===== config.mk =====
export PLATFORM = sky130hd
export DESIGN_NAME = hbg_current_guard
export DESIGN_NICKNAME = d
export VERILOG_FILES = /design/src/rtl/hbg_pkg.sv /design/src/rtl/hbg_overload_ctr.sv /design/src/rtl/hbg_pulse_timer.sv /design/src/rtl/hbg_deadband.sv /design/src/rtl/hbg_current_guard.sv
export SDC_FILE = /design/constraint.sdc
export NUM_CORES = 1
export LEC_CHECK = 0
export BUFFER_PORTS_ARGS = -buffer_cell sky130_fd_sc_hd__buf_2
export CORE_UTILIZATION = 32
export CTS_CLUSTER_SIZE = 24
export DETAILED_ROUTE_END_ITERATION = 10
export PLACE_DENSITY_LB_ADDON = 0.25
export SLEW_MARGIN = 40
export SYNTH_ARGS = -nofsm -noshare
export SYNTH_HDL_FRONTEND = slang
export SYNTH_HIERARCHICAL = 1
export SYNTH_SLANG_ARGS = --single-unit
export TNS_END_PERCENT = 50

===== constraint.sdc =====
create_clock -name clk -period 5.47 [get_ports clk]
set_input_delay 0.8205 -clock clk [delete_from_list [all_inputs] [get_ports clk]]
set_output_delay 0.8205 -clock clk [all_outputs]
set_load 0.01 [all_outputs]

===== src/rtl/hbg_pkg.sv =====
`timescale 1ns/1ps
package hbg_pkg;

    typedef enum logic [1:0] {
        ST_FOLLOW  = 2'd0,
        ST_FORCED  = 2'd1,
        ST_TRIPPED = 2'd2
    } guard_state_t;

endpackage


===== src/rtl/hbg_overload_ctr.sv =====
`timescale 1ns/1ps
module hbg_overload_ctr #(
    parameter int unsigned OVL_MAX = 1035
) (
    input  logic clk,
    input  logic rst_n,
    input  logic frame_start,
    input  logic oc_hit,
    output logic trip
);
    localparam int unsigned CW = $clog2(OVL_MAX + 1);
    localparam logic [CW-1:0] MAX_V = CW'(OVL_MAX);

    logic [CW-1:0] cnt_q;
    logic          hit_q;

    // A frame's verdict is taken at the frame_start that closes it.
    always_ff @(posedge clk or negedge rst_n) begin
        if (!rst_n) begin
            cnt_q <= '0;
            hit_q <= 1'b0;
        end else if (frame_start) begin
            if (hit_q && cnt_q != MAX_V)
                cnt_q <= cnt_q + 1'b1;
            else if (!hit_q && cnt_q != '0)
                cnt_q <= cnt_q - 1'b1;
            hit_q <= oc_hit;
        end else if (oc_hit) begin
            hit_q <= 1'b1;
        end
    end

    assign trip = (cnt_q == MAX_V);

endmodule


===== src/rtl/hbg_pulse_timer.sv =====
`timescale 1ns/1ps
module hbg_pulse_timer #(
    parameter int unsigned HOLD_CYC = 8,
    parameter int unsigned EVERY    = 1
) (
    input  logic clk,
    input  logic rst_n,
    input  logic frame_start,
    input  logic enable,
    output logic active
);
    localparam int unsigned HW = $clog2(HOLD_CYC + 1);
    localparam logic [HW-1:0] HOLD_V = HW'(HOLD_CYC);

    logic          fire;
    logic [HW-1:0] hold_q;

    generate
        if (EVERY > 1) begin : g_div
            localparam int unsigned FW = $clog2(EVERY);
            localparam logic [FW-1:0] LAST = FW'(EVERY - 1);
            logic [FW-1:0] fc_q;

            always_ff @(posedge clk or negedge rst_n) begin
                if (!rst_n)
                    fc_q <= '0;
                else if (!enable)
                    fc_q <= '0;
                else if (frame_start)
                    fc_q <= (fc_q == LAST) ? '0 : fc_q + 1'b1;
            end

            assign fire = frame_start & enable & (fc_q == LAST);
        end else begin : g_each
            assign fire = frame_start & enable;
        end
    endgenerate

    always_ff @(posedge clk or negedge rst_n) begin
        if (!rst_n)
            hold_q <= '0;
        else if (!enable)
            hold_q <= '0;
        else if (fire)
            hold_q <= HOLD_V;
        else if (hold_q != '0)
            hold_q <= hold_q - 1'b1;
    end

    assign active = (hold_q != '0);

endmodule


===== src/rtl/hbg_deadband.sv =====
`timescale 1ns/1ps
module hbg_deadband #(
    parameter int unsigned DEAD_CYC = 4
) (
    input  logic clk,
    input  logic rst_n,
    input  logic hiz,
    input  logic demand,
    output logic hs_en,
    output logic ls_en
);
    localparam int unsigned DW = $clog2(DEAD_CYC + 2);
    localparam logic [DW-1:0] DEAD_V = DW'(DEAD_CYC);

    logic          side_q;
    logic [DW-1:0] wait_q;
    logic          hs_q;
    logic          ls_q;

    always_ff @(posedge clk or negedge rst_n) begin
        if (!rst_n) begin
            side_q <= 1'b0;
            wait_q <= DEAD_V;
            hs_q   <= 1'b0;
            ls_q   <= 1'b0;
        end else if (hiz) begin
            wait_q <= DEAD_V;
            hs_q   <= 1'b0;
            ls_q   <= 1'b0;
        end else if (demand != side_q) begin
            side_q <= demand;
            wait_q <= DEAD_V;
            hs_q   <= 1'b0;
            ls_q   <= 1'b0;
        end else if (wait_q != '0) begin
            wait_q <= wait_q - 1'b1;
            hs_q   <= 1'b0;
            ls_q   <= 1'b0;
        end else begin
            hs_q   <= side_q;
            ls_q   <= ~side_q;
        end
    end

    assign hs_en = hs_q;
    assign ls_en = ls_q;

endmodule


===== src/rtl/hbg_current_guard.sv =====
`timescale 1ns/1ps
module hbg_current_guard
    import hbg_pkg::*;
#(
    parameter int unsigned OVL_MAX  = 1035,
    parameter int unsigned DEAD_CYC = 4,
    parameter int unsigned KA_CYC   = 16,
    parameter int unsigned KA_EVERY = 4,
    parameter int unsigned CLIP_CYC = 62
) (
    input  logic clk,
    input  logic rst_n,
    input  logic frame_start,
    input  logic pwm_in,
    input  logic oc_flag,
    input  logic clip_flag,
    input  logic latch_mode,
    output logic hs_en,
    output logic ls_en,
    output logic fault,
    output logic clip_pulse
);
    guard_state_t state_q, state_d;
    logic flip_q, flip_d;
    logic trip, ka_on, hiz, demand, oc_live;

    assign oc_live = oc_flag & (state_q != ST_TRIPPED);

    hbg_overload_ctr #(.OVL_MAX(OVL_MAX)) u_ovl (
        .clk(clk), .rst_n(rst_n), .frame_start(frame_start),
        .oc_hit(oc_live), .trip(trip)
    );

    hbg_pulse_timer #(.HOLD_CYC(KA_CYC), .EVERY(KA_EVERY)) u_ka (
        .clk(clk), .rst_n(rst_n), .frame_start(frame_start),
        .enable(clip_flag), .active(ka_on)
    );

    hbg_pulse_timer #(.HOLD_CYC(CLIP_CYC), .EVERY(1)) u_clip (
        .clk(clk), .rst_n(rst_n), .frame_start(frame_start),
        .enable(clip_flag), .active(clip_pulse)
    );

    hbg_deadband #(.DEAD_CYC(DEAD_CYC)) u_db (
        .clk(clk), .rst_n(rst_n), .hiz(hiz), .demand(demand),
        .hs_en(hs_en), .ls_en(ls_en)
    );

    // State register
    always_ff @(posedge clk or negedge rst_n) begin
        if (!rst_n) begin
            state_q <= ST_FOLLOW;
            flip_q  <= 1'b0;
        end else begin
            state_q <= state_d;
            flip_q  <= flip_d;
        end
    end

    // Transitions
    always_comb begin
        state_d = state_q;
        flip_d  = flip_q;
        unique case (state_q)
            ST_FOLLOW: begin
                if (trip || (oc_flag && latch_mode)) begin
                    state_d = ST_TRIPPED;
                end else if (oc_flag) begin
                    state_d = ST_FORCED;
                    flip_d  = ~pwm_in;
                end
            end
            ST_FORCED: begin
                if (trip || (oc_flag && latch_mode)) begin
                    state_d = ST_TRIPPED;
                end else if (frame_start && oc_flag) begin
                    flip_d  = ~pwm_in;
                end else if (frame_start) begin
                    state_d = ST_FOLLOW;
                end
            end
            ST_TRIPPED: begin
                state_d = ST_TRIPPED;
            end
            default: begin
                state_d = ST_TRIPPED;
            end
        endcase
    end

    // Drive demand and Hi-Z request
    always_comb begin
        hiz    = 1'b0;
        demand = 1'b0;
        unique case (state_q)
            ST_FOLLOW: begin
                hiz    = trip | (oc_flag & latch_mode);
                demand = oc_flag ? ~pwm_in : (pwm_in ^ ka_on);
            end
            ST_FORCED: begin
                hiz = trip | (oc_flag & latch_mode);
                if (frame_start && oc_flag)
                    demand = ~pwm_in;
                else if (frame_start)
                    demand = pwm_in ^ ka_on;
                else
                    demand = flip_q;
            end
            ST_TRIPPED: begin
                hiz    = 1'b1;
                demand = 1'b0;
            end
            default: begin
                hiz    = 1'b1;
                demand = 1'b0;
            end
        endcase
    end

    assign fault = (state_q == ST_TRIPPED);

endmodule


==> results of run 1 <==
cells by family (layout without fill, tap and decap cells):
kind of cell / after synthesis / in the layout / synth area share, %
compound gates: 58 / 58 / 20.5
xor+xnor: 12 / 12 / 4.92
fa+ha+maj: 16 / 16 / 9.73
buf+inv: 15 / 30 / 3.05
flops: 34 / 34 / 39.9
mux: 6 / 6 / 3.40
simple gates: 71 / 71 / 18.5
state kept, by name, indices dropped and copies added, names as in the netlist:
name	count
u_db/ls_en	1
u_ovl/cnt_q	11
u_db/hs_en	1
u_ka/g_div.fc_q	2
u_ovl/hit_q	1
state_q	2
flip_q	1
u_ka/hold_q	5
u_db/wait_q	3
u_db/side_q	1
u_clip/hold_q	6
stage by stage:
step | cell area, sq um | util (%) | setup WS (ns) | instances | power [mW]
2_1_floorplan | 2130 | - | 1.89 | 212 | 0.789
3_3_place_gp | 2270 | 35.5 | 1.80 | 297 | 0.886
3_5_place_dp | 2270 | 35.6 | 2.05 | 297 | 0.887
4_1_cts | 2390 | 37.4 | 2.04 | 304 | 1.14
5_1_grt | 2390 | 37.4 | 1.86 | 304 | 1.23
6_report | 2390 | 37.4 | 2.03 | 304 | 1.13
power by group:
group	total [mW]	switching (mW)	internal [mW]
combinational	0.501	0.263	0.238
sequential	0.385	0.0681	0.317
clock	0.241	0.0952	0.146
total	1.13	0.426	0.701
worst min-delay path by stage:
stage	start	to
finish	rst_n	u_clip/hold_q[5]
global route	rst_n	u_clip/hold_q[5]
detailed placement	flip_q	flip_q
CTS	flip_q	flip_q
floorplan	flip_q	flip_q
global placement	flip_q	flip_q
final cells by class:
cell class                 instances  area [sq um]
clock buffer                       6          82.6
clock inverter                     1          30.0
sequential                        34           852
multi-input combinational        163          1220
tap                               77          96.3
inverter                          12          45.0
timing repair buffer              11          60.1
fill                             647          4000
cells in the final DEF, fill, tap and decap left out, types with 3 or more instances in the layout:
master and instances:
nand2b_1 4, a21oi_1 10, nor2_1 14, a211o_1 6, o21ai_0 8, or4_1 3, nand2_1 17, clkbuf_8 6
buf_2 9, xnor2_1 8, nand4_1 3, o21a_1 3, nand3_1 3, inv_1 12, nor3_1 3, ha_1 15
a21o_1 7, o31ai_1 3, dfrtp_1 33, nor2b_1 8, xor2_1 4
per-layer routing:
metal  share of wire (%)  wire [um]  track usage (%)  up-vias
li1                    -          -                -      806
met1                  51       2100             18.8      749
met2                  45       1870             20.5       26
met3                 3.2        133             3.07        3
met4                0.48         20             3.24        0
met5                   0          0                0        -
==> run metrics, run 1 <==
status=finished, final reports clean; Pleak=between 1 and 1.5 nW; IO Count=11; H-tree levels=2; Min Hold Slack=between 0.4 and 0.5 ns; register area share after synthesis=about two fifths; Die W=between 80 and 90 um; MaxCap Viol Count=0; final hold violations=0; count leader, synth=dfrtp_1; DR vias=about 1600; most frequent CP cell=a21o_1; global-route wire length before repair=7.54 mm; worst hold path class=input port to async pin; DIE HEIGHT=~84 um; fin nets=between 200 and 300; Post-DRT Antenna Nets=0; via density per instance=5.21; FF-to-FF End=u_ovl/cnt_q[10]; RSZ-0062 raised after global routing=false; fraction of layout cells with a size suffix above 1=approximately 15%; number of synthesis warnings=6; critical path's slowest cell=o31ai_2; Crit. Startpoint=u_ovl/cnt_q[6]; Root Driver=clkbuf_8; CP Capture Type=register; r2r startpoint=u_ovl/cnt_q[6]; initial antenna violation count=0; count of state elements after synthesis=34; critical path class=register to register; Syn Inst Count=between 200 and 250; # rows=29; Yosys top cell by area=dfrtp_1; HPWL after DPL=approximately 3.0 mm; worst-path maximum fanout=8; Worst Skew=0.00559 ns; CTS buffer count=5; antenna diode count=0; startpoint types=register; fmax=a little under 300 MHz; global-route usage over all layers=13.3%; core area=0.00639 sq mm; maximum vdd drop=approximately 0.00024 V; Post-Syn Nets=235; end of the critical path=u_ovl/cnt_q[10]; Synth Area per Inst=approximately 10 sq um; top cell type's share of synthesized area=between 30% and 40%; Critical Path RT=5.66 ns; GP Congestion=0.769; final WL=about 4.1 mm; Setup Viol. Count Final=0; fraction of registers with async set/reset=100%; Slew @ Worst Pin=~0.64 ns; clock sinks=34; DRT Pass-1 Iters=5; setup TNS=0 ns; number of buffers added on ports=10; Iteration-0 DRC Markers=34; Synth area leaders=dfrtp_1, ha_1, xnor2_1; hold_buf cts=0; Slew Viols, Final=0; PD cells=472 mW/mm^2; Crit path buffers/inverters=1; critical path's top delay family=compound AO/OA/AOI/OAI gates; Post-CTS Setup Inserts=0; clock-pin slew on the worst setup and hold paths=around 0.070 ns; DRC errors left=0; critical path cell sequence=or4_4, o31ai_2, buf_4, ha_1, a21o_1, a221o_1, a21o_1, or4_1, o311ai_1; Max clock buf depth=2; clk_lat worst skew=approximately 0.29 ns; GRT overflow=0; prevailing post-synth register cell=dfrtp_1; area delta synth->final=11.9%; Crit. path cell count=9; post-layout min period=around 3.4 ns; largest net degree at the start of global routing=35; DR WL/cell=~14 um; vias in the first global route=approximately 1600; Die ar.=0.00700 sq mm; number of flops mapped to enable cells by yosys=0; CP peak stage delay=0.58 ns; Initial Util=33.4%; normalized max-slew margin=57.1%; Commonest cells post-synth=dfrtp_1, nand2_1, ha_1; reg2reg path depth=9; r2r setup slk=a little over 2 ns; mapped cell area=roughly 0.0021 sq mm; TritonCTS clock tree=yes; Tcrit/Tclk final=between 60% and 70%; Synth cell types=58; Worst Path Arrival=roughly 3.6 ns; cts repair resizes=0
Power figures use the tool's default switching activity.
==> run 2: changes to the inputs <==
==> constraint.sdc (replaced) <==
create_clock -name clk -period 3 [get_ports clk]
set_input_delay 0.45 -clock clk [delete_from_list [all_inputs] [get_ports clk]]
set_output_delay 0.45 -clock clk [all_outputs]
set_load 0.01 [all_outputs]
==> run 2 against run 1 <==
  * Via count is 2.4% higher
  * Clock-buffer cell count is 1 lower
  * Highest routed layer unchanged
  * Cell count is 3.3% higher
  * Critical path type unchanged
  * Sequential power is 84% higher
==> run metrics, run 2 (same netlist as run 1, synthesis figures left out) <==
status=finished, final reports clean (unchanged); DRC errors left=0 (unchanged); Post-DRT Antenna Nets=0 (unchanged); fin nets=259 (was 250); Tcrit/Tclk final=97.2% (was 62.8%); CP Capture Type=register (unchanged); max reg flops=11 (unchanged); maximum vdd drop=0.000362 V (was 0.000240 V); Min Hold Slack=0.0955 ns (was 0.474 ns); vias in the first global route=1613 (was 1556); worst-path maximum fanout=5 (was 8); Initial Util=33.4% (unchanged); global-route usage over all layers=13.2% (was 13.3%); Die ar.=0.00700 sq mm (unchanged); initial antenna violation count=0 (unchanged); Worst Path Arrival=3.11 ns (was 3.63 ns); clock-pin slew on the worst setup and hold paths=0.08 ns (was 0.07 ns); TritonCTS clock tree=yes (unchanged); fraction of layout cells with a size suffix above 1=20.3% (was 15.0%); GRT overflow=0 (unchanged); most common cell after layout, fill and taps aside=dfrtp_1 (unchanged); Slew @ Worst Pin=0.537 ns (was 0.639 ns); Worst Skew=0.00774 ns (was 0.00559 ns); DR WL/cell=13.4 um (was 13.6 um); H-tree levels=2 (unchanged); DIE HEIGHT=83.7 um (unchanged); setup TNS=0 ns (unchanged); hold_buf cts=0 (unchanged); normalized max-slew margin=64.1% (was 57.1%); GP Congestion=0.750 (was 0.769); IO Count=11 (unchanged); Die W=83.7 um (unchanged); antenna diode count=0 (unchanged); final WL=4.20 mm (was 4.13 mm); fmax=343 MHz (was 291 MHz); clk_lat worst skew=0.30 ns (was 0.29 ns); HPWL after DPL=2.97 mm (about the same); area delta synth->final=18.5% (was 11.9%); Pleak=1.10 nW (was 1.04 nW); Root Driver=clkbuf_8 (unchanged); largest net degree at the start of global routing=35 (unchanged); worst hold path class=input port to async pin (unchanged); critical path class=register to register (unchanged); PD cells=894 mW/mm^2 (was 472 mW/mm^2); core area=0.00639 sq mm (unchanged); DRT Pass-1 Iters=4 (was 5); startpoint types=register (unchanged); clock sinks=34 (unchanged); final hold violations=0 (unchanged); DR vias=1622 (was 1584); via density per instance=5.17 (was 5.21); commonest non-fill, non-tap cells in the layout=dfrtp_1, nand2_1, nor2_1 (was dfrtp_1, nand2_1, ha_1); number of buffers added on ports=10 (unchanged); Slew Viols, Final=0 (unchanged); CTS buffer count=5 (unchanged); MaxCap Viol Count=0 (unchanged); post-layout min period=2.92 ns (was 3.44 ns); Fill cells=643 (was 647); Max clock buf depth=2 (unchanged); Critical Path RT=3.19 ns (was 5.66 ns); Largest regs=u_ovl/cnt_q x11, u_clip/hold_q x6, u_ka/hold_q x5 (unchanged); # rows=29 (unchanged); global-route wire length before repair=7.45 mm (was 7.54 mm); Iteration-0 DRC Markers=50 (was 34); Setup Viol. Count Final=0 (unchanged); Biggest register=u_ovl/cnt_q (unchanged)
## run 2: cell count changes in the layout (fill, tap and decap cells not counted), sizes merged
cell    delta
buf        +9
bufinv     +1
clkbuf     -1
clkinv     +1
## run 2: metrics by stage
step / std cells / area, sq um / power (mW) / util, % / worst slack [ns]
4_1_cts: 310 / 2460 / 2.21 / 38.5 / 0.0384
5_1_grt: 314 / 2530 / 2.46 / 39.6 / -0.0249
2_1_floorplan: 212 / 2150 / 1.45 / - / -0.0127
6_report: 314 / 2530 / 2.26 / 39.6 / 0.0838
3_5_place_dp: 302 / 2320 / 1.67 / 36.3 / 0.0713
3_3_place_gp: 302 / 2320 / 1.66 / 36.3 / 0.108
## run 2: final timing paths
path                                      from              end  slack (ns)  depth (start not counted)
worst max-delay path            u_ovl/cnt_q[8]  u_ovl/cnt_q[10]        0.08                          9
worst min-delay path                     rst_n   u_ovl/cnt_q[3]         0.1                          1
worst max register to register  u_ovl/cnt_q[8]  u_ovl/cnt_q[10]        0.08                          9
worst min register to register          flip_q           flip_q        0.51                          2
max in group asynchronous                rst_n   u_db/wait_q[2]        2.55                          1
min in group clk                        pwm_in           flip_q        0.35                          2
## run 2: timing repair
| item | in CTS | in global routing |
|---|---|---|
| endpoints found under the hold margin | 0 | 0 |
| endpoints found under the setup margin | 0 | 1 |
| setup buffers | 0 | 4 |
| resized for setup | 0 | 7 |
## run 2: worst max-delay path, stage by stage, from the launching register on
cell and delay [ns]:
dfrtp_1 0.39, or4_4 0.57, o31ai_4 0.24, buf_6 0.16
ha_4 0.21, a21o_1 0.18, a221o_1 0.36, a21o_1 0.19
or4_1 0.41, o311ai_1 0.10
## run 2: where the power goes
group / switching (mW) / total (mW) / internal, mW / leakage, nW
Combinational: 0.503 / 1.03 / 0.530 / 0.597
Clock: 0.188 / 0.521 / 0.333 / 0.0683
Sequential: 0.129 / 0.707 / 0.578 / 0.429
Total: 0.820 / 2.26 / 1.44 / 1.10
## run 2: layout make-up
| cell class | instances | area, sq um | area share [%] |
|---|---|---|---|
| flip-flops and latches | 34 | 852 | 33.7 |
| clock inverters | 3 | 68.8 | 2.72 |
| inverters | 12 | 45.0 | 1.78 |
| repair buffers | 20 | 135 | 5.34 |
| clock buffers | 5 | 68.8 | 2.72 |
| well taps | 77 | 96.3 | 3.81 |
| multi-input cells | 163 | 1260 | 49.9 |
## run 2: metal layers
layer  vias up  part of all wire [%]  GRT usage, %
met3         3                   3.4          3.76
met1       777                    49          17.3
met2        17                    47          21.1
met5         -                     0             0
li1        825                     -             -
met4         0                  0.55          3.85
==> run 3: changes to the inputs <==
--- a/config.mk
+++ b/config.mk
@@ -7,10 +7,11 @@
 export LEC_CHECK = 0
 export BUFFER_PORTS_ARGS = -buffer_cell sky130_fd_sc_hd__buf_2
 export CORE_UTILIZATION = 32
+export CTS_BUF_LIST = sky130_fd_sc_hd__clkbuf_4
 export CTS_CLUSTER_SIZE = 24
 export DETAILED_ROUTE_END_ITERATION = 10
 export PLACE_DENSITY_LB_ADDON = 0.25
-export SLEW_MARGIN = 40
+export SLEW_MARGIN = 5
 export SYNTH_ARGS = -nofsm -noshare
 export SYNTH_HDL_FRONTEND = slang
 export SYNTH_HIERARCHICAL = 1
==> run 3 against run 2 <==
  * Routed wire length down 0.55%
  * Global-route usage about the same
  * Worst setup slack worse by 0.010 ns
  * Clock power down 16%
  * Clock skew up 0.0027 ns
  * First-iteration DRC count up 22%
  * Via count down 0.37%
  * Critical path type unchanged
  * Largest cell class unchanged
  * Largest power group unchanged
==> run metrics, run 3 (same netlist as run 1, synthesis figures left out) <==
status=finished, final reports clean (unchanged); Biggest register=u_ovl/cnt_q (unchanged); via density per instance=5.15 (was 5.17); Tcrit/Tclk final=97.6% (was 97.2%); area delta synth->final=16.9% (was 18.5%); Worst Skew=0.0104 ns (was 0.00774 ns); Initial Util=33.4% (unchanged); vias in the first global route=1612 (was 1613); DRT Pass-1 Iters=4 (unchanged); GRT overflow=0 (unchanged); Iteration-0 DRC Markers=61 (was 50); H-tree levels=2 (unchanged); core area=0.00639 sq mm (unchanged); Die W=83.7 um (unchanged); worst-path maximum fanout=5 (unchanged); Slew @ Worst Pin=0.787 ns (was 0.537 ns); commonest non-fill, non-tap cells in the layout=dfrtp_1, nand2_1, nor2_1 (unchanged); CP Capture Type=register (unchanged); DR vias=1616 (was 1622); final hold violations=0 (unchanged); Largest regs=u_ovl/cnt_q x11, u_clip/hold_q x6, u_ka/hold_q x5 (unchanged); Min Hold Slack=0.162 ns (was 0.0955 ns); clock sinks=34 (unchanged); Root Driver=clkbuf_4 (was clkbuf_8); GP Congestion=0.750 (unchanged); hold_buf cts=0 (unchanged); maximum vdd drop=0.000358 V (was 0.000362 V); global-route usage over all layers=13.1% (was 13.2%); max reg flops=11 (unchanged); Setup Viol. Count Final=0 (unchanged); PD cells=874 mW/mm^2 (was 894 mW/mm^2); MaxCap Viol Count=0 (unchanged); post-layout min period=2.93 ns (was 2.92 ns); global-route wire length before repair=7.41 mm (was 7.45 mm); DIE HEIGHT=83.7 um (unchanged); number of buffers added on ports=10 (unchanged); CP peak stage delay=0.56 ns (was 0.57 ns); most common cell after layout, fill and taps aside=dfrtp_1 (unchanged); Worst Path Arrival=3.18 ns (was 3.11 ns); fmax=342 MHz (was 343 MHz); fraction of layout cells with a size suffix above 1=20.3% (unchanged); IO Count=11 (unchanged); Sequential Area=852 sq um (unchanged); normalized max-slew margin=47.5% (was 64.1%); Fill cells=636 (was 643); Multi-input gate area=0.00126 sq mm (unchanged); Pleak=1.08 nW (was 1.10 nW); TritonCTS clock tree=yes (unchanged); initial antenna violation count=0 (unchanged); clock-pin slew on the worst setup and hold paths=0.12 ns (was 0.08 ns); # rows=29 (unchanged); Die ar.=0.00700 sq mm (unchanged); CTS buffer count=5 (unchanged); largest net degree at the start of global routing=35 (unchanged); critical path's slowest cell=or4_4 (unchanged); final WL=4.18 mm (was 4.20 mm); critical path class=register to register (unchanged); antenna diode count=0 (unchanged); Critical Path RT=3.25 ns (was 3.19 ns); Post-DRT Antenna Nets=0 (unchanged); DR WL/cell=13.3 um (was 13.4 um); Max clock buf depth=2 (unchanged); RSZ-0062 raised after global routing=true; HPWL after DPL=2.97 mm (unchanged); worst hold path class=input port to async pin (unchanged); startpoint types=register (unchanged); critical path cell sequence=or4_4, o31ai_4, buf_6, ha_1, and3_1, a221o_1, a21o_1, or4_1, o311ai_1 (was or4_4, o31ai_4, buf_6, ha_4, a21o_1, a221o_1, a21o_1, or4_1, o311ai_1); DRC errors left=0 (unchanged); clk_lat worst skew=0.35 ns (was 0.30 ns); fin nets=259 (unchanged); Slew Viols, Final=0 (unchanged); Util after Layout=39.1% (was 39.6%)
run 3: worst max-delay path, delay by kind of cell (launching register included):
family,cells,cell delay (ns)
AO/OA/AOI/OAI,4,0.84
adder cells (fa/ha/maj),1,0.24
buffers and inverters,1,0.16
flip-flops,1,0.41
AND/OR/NAND/NOR,3,1.16
run 3: final timing paths:
path                                start         endpoint  slack (ns)  cells after the start
min in group clk                   pwm_in           flip_q        0.28                      2
hold reg to reg                    flip_q           flip_q        0.52                      2
setup / recovery           u_ovl/cnt_q[8]  u_ovl/cnt_q[10]        0.07                      9
setup reg to reg           u_ovl/cnt_q[8]  u_ovl/cnt_q[10]        0.07                      9
hold / removal                      rst_n   u_ovl/cnt_q[3]        0.16                      1
max in group asynchronous           rst_n   u_db/wait_q[1]        2.33                      1
run 3: through the flow:
stage	TNS (ns)	cell area, sq um	power (mW)	worst slack [ns]	std cells
2_1_floorplan	-0.0127	2150	1.45	-0.0127	212
3_3_place_gp	0	2320	1.66	0.108	302
3_5_place_dp	0	2320	1.67	0.0713	302
4_1_cts	0	2430	2.13	0.0208	310
5_1_grt	-0.0386	2490	2.37	-0.0386	314
6_report	0	2490	2.18	0.0734	314
run 3: timing repair:
item | CTS | global route
setup buffers | 0 | 4
setup endpoints to repair | 0 | 1
gates resized for setup | 0 | 7
run 3: area by class of cell:
type	count	share of cell area, %
sequential	34	34.2
clock inverter	3	2.76
clock buffer	5	1.50
multi-input combinational	163	50.6
tap	77	3.86
timing repair buffer	20	5.32
inverter	12	1.81
run 3: layer usage:
layer	GRT usage, %	share of wire, %
met1	17.1	50
met2	21.1	47
met3	3.17	2.3
met5	0	0
met4	4.78	1.4
run 3: power by group:
group	switching, mW	leakage, nW	internal [mW]
combinational	0.504	0.597	0.530
clock	0.179	0.0554	0.261
sequential	0.130	0.429	0.577
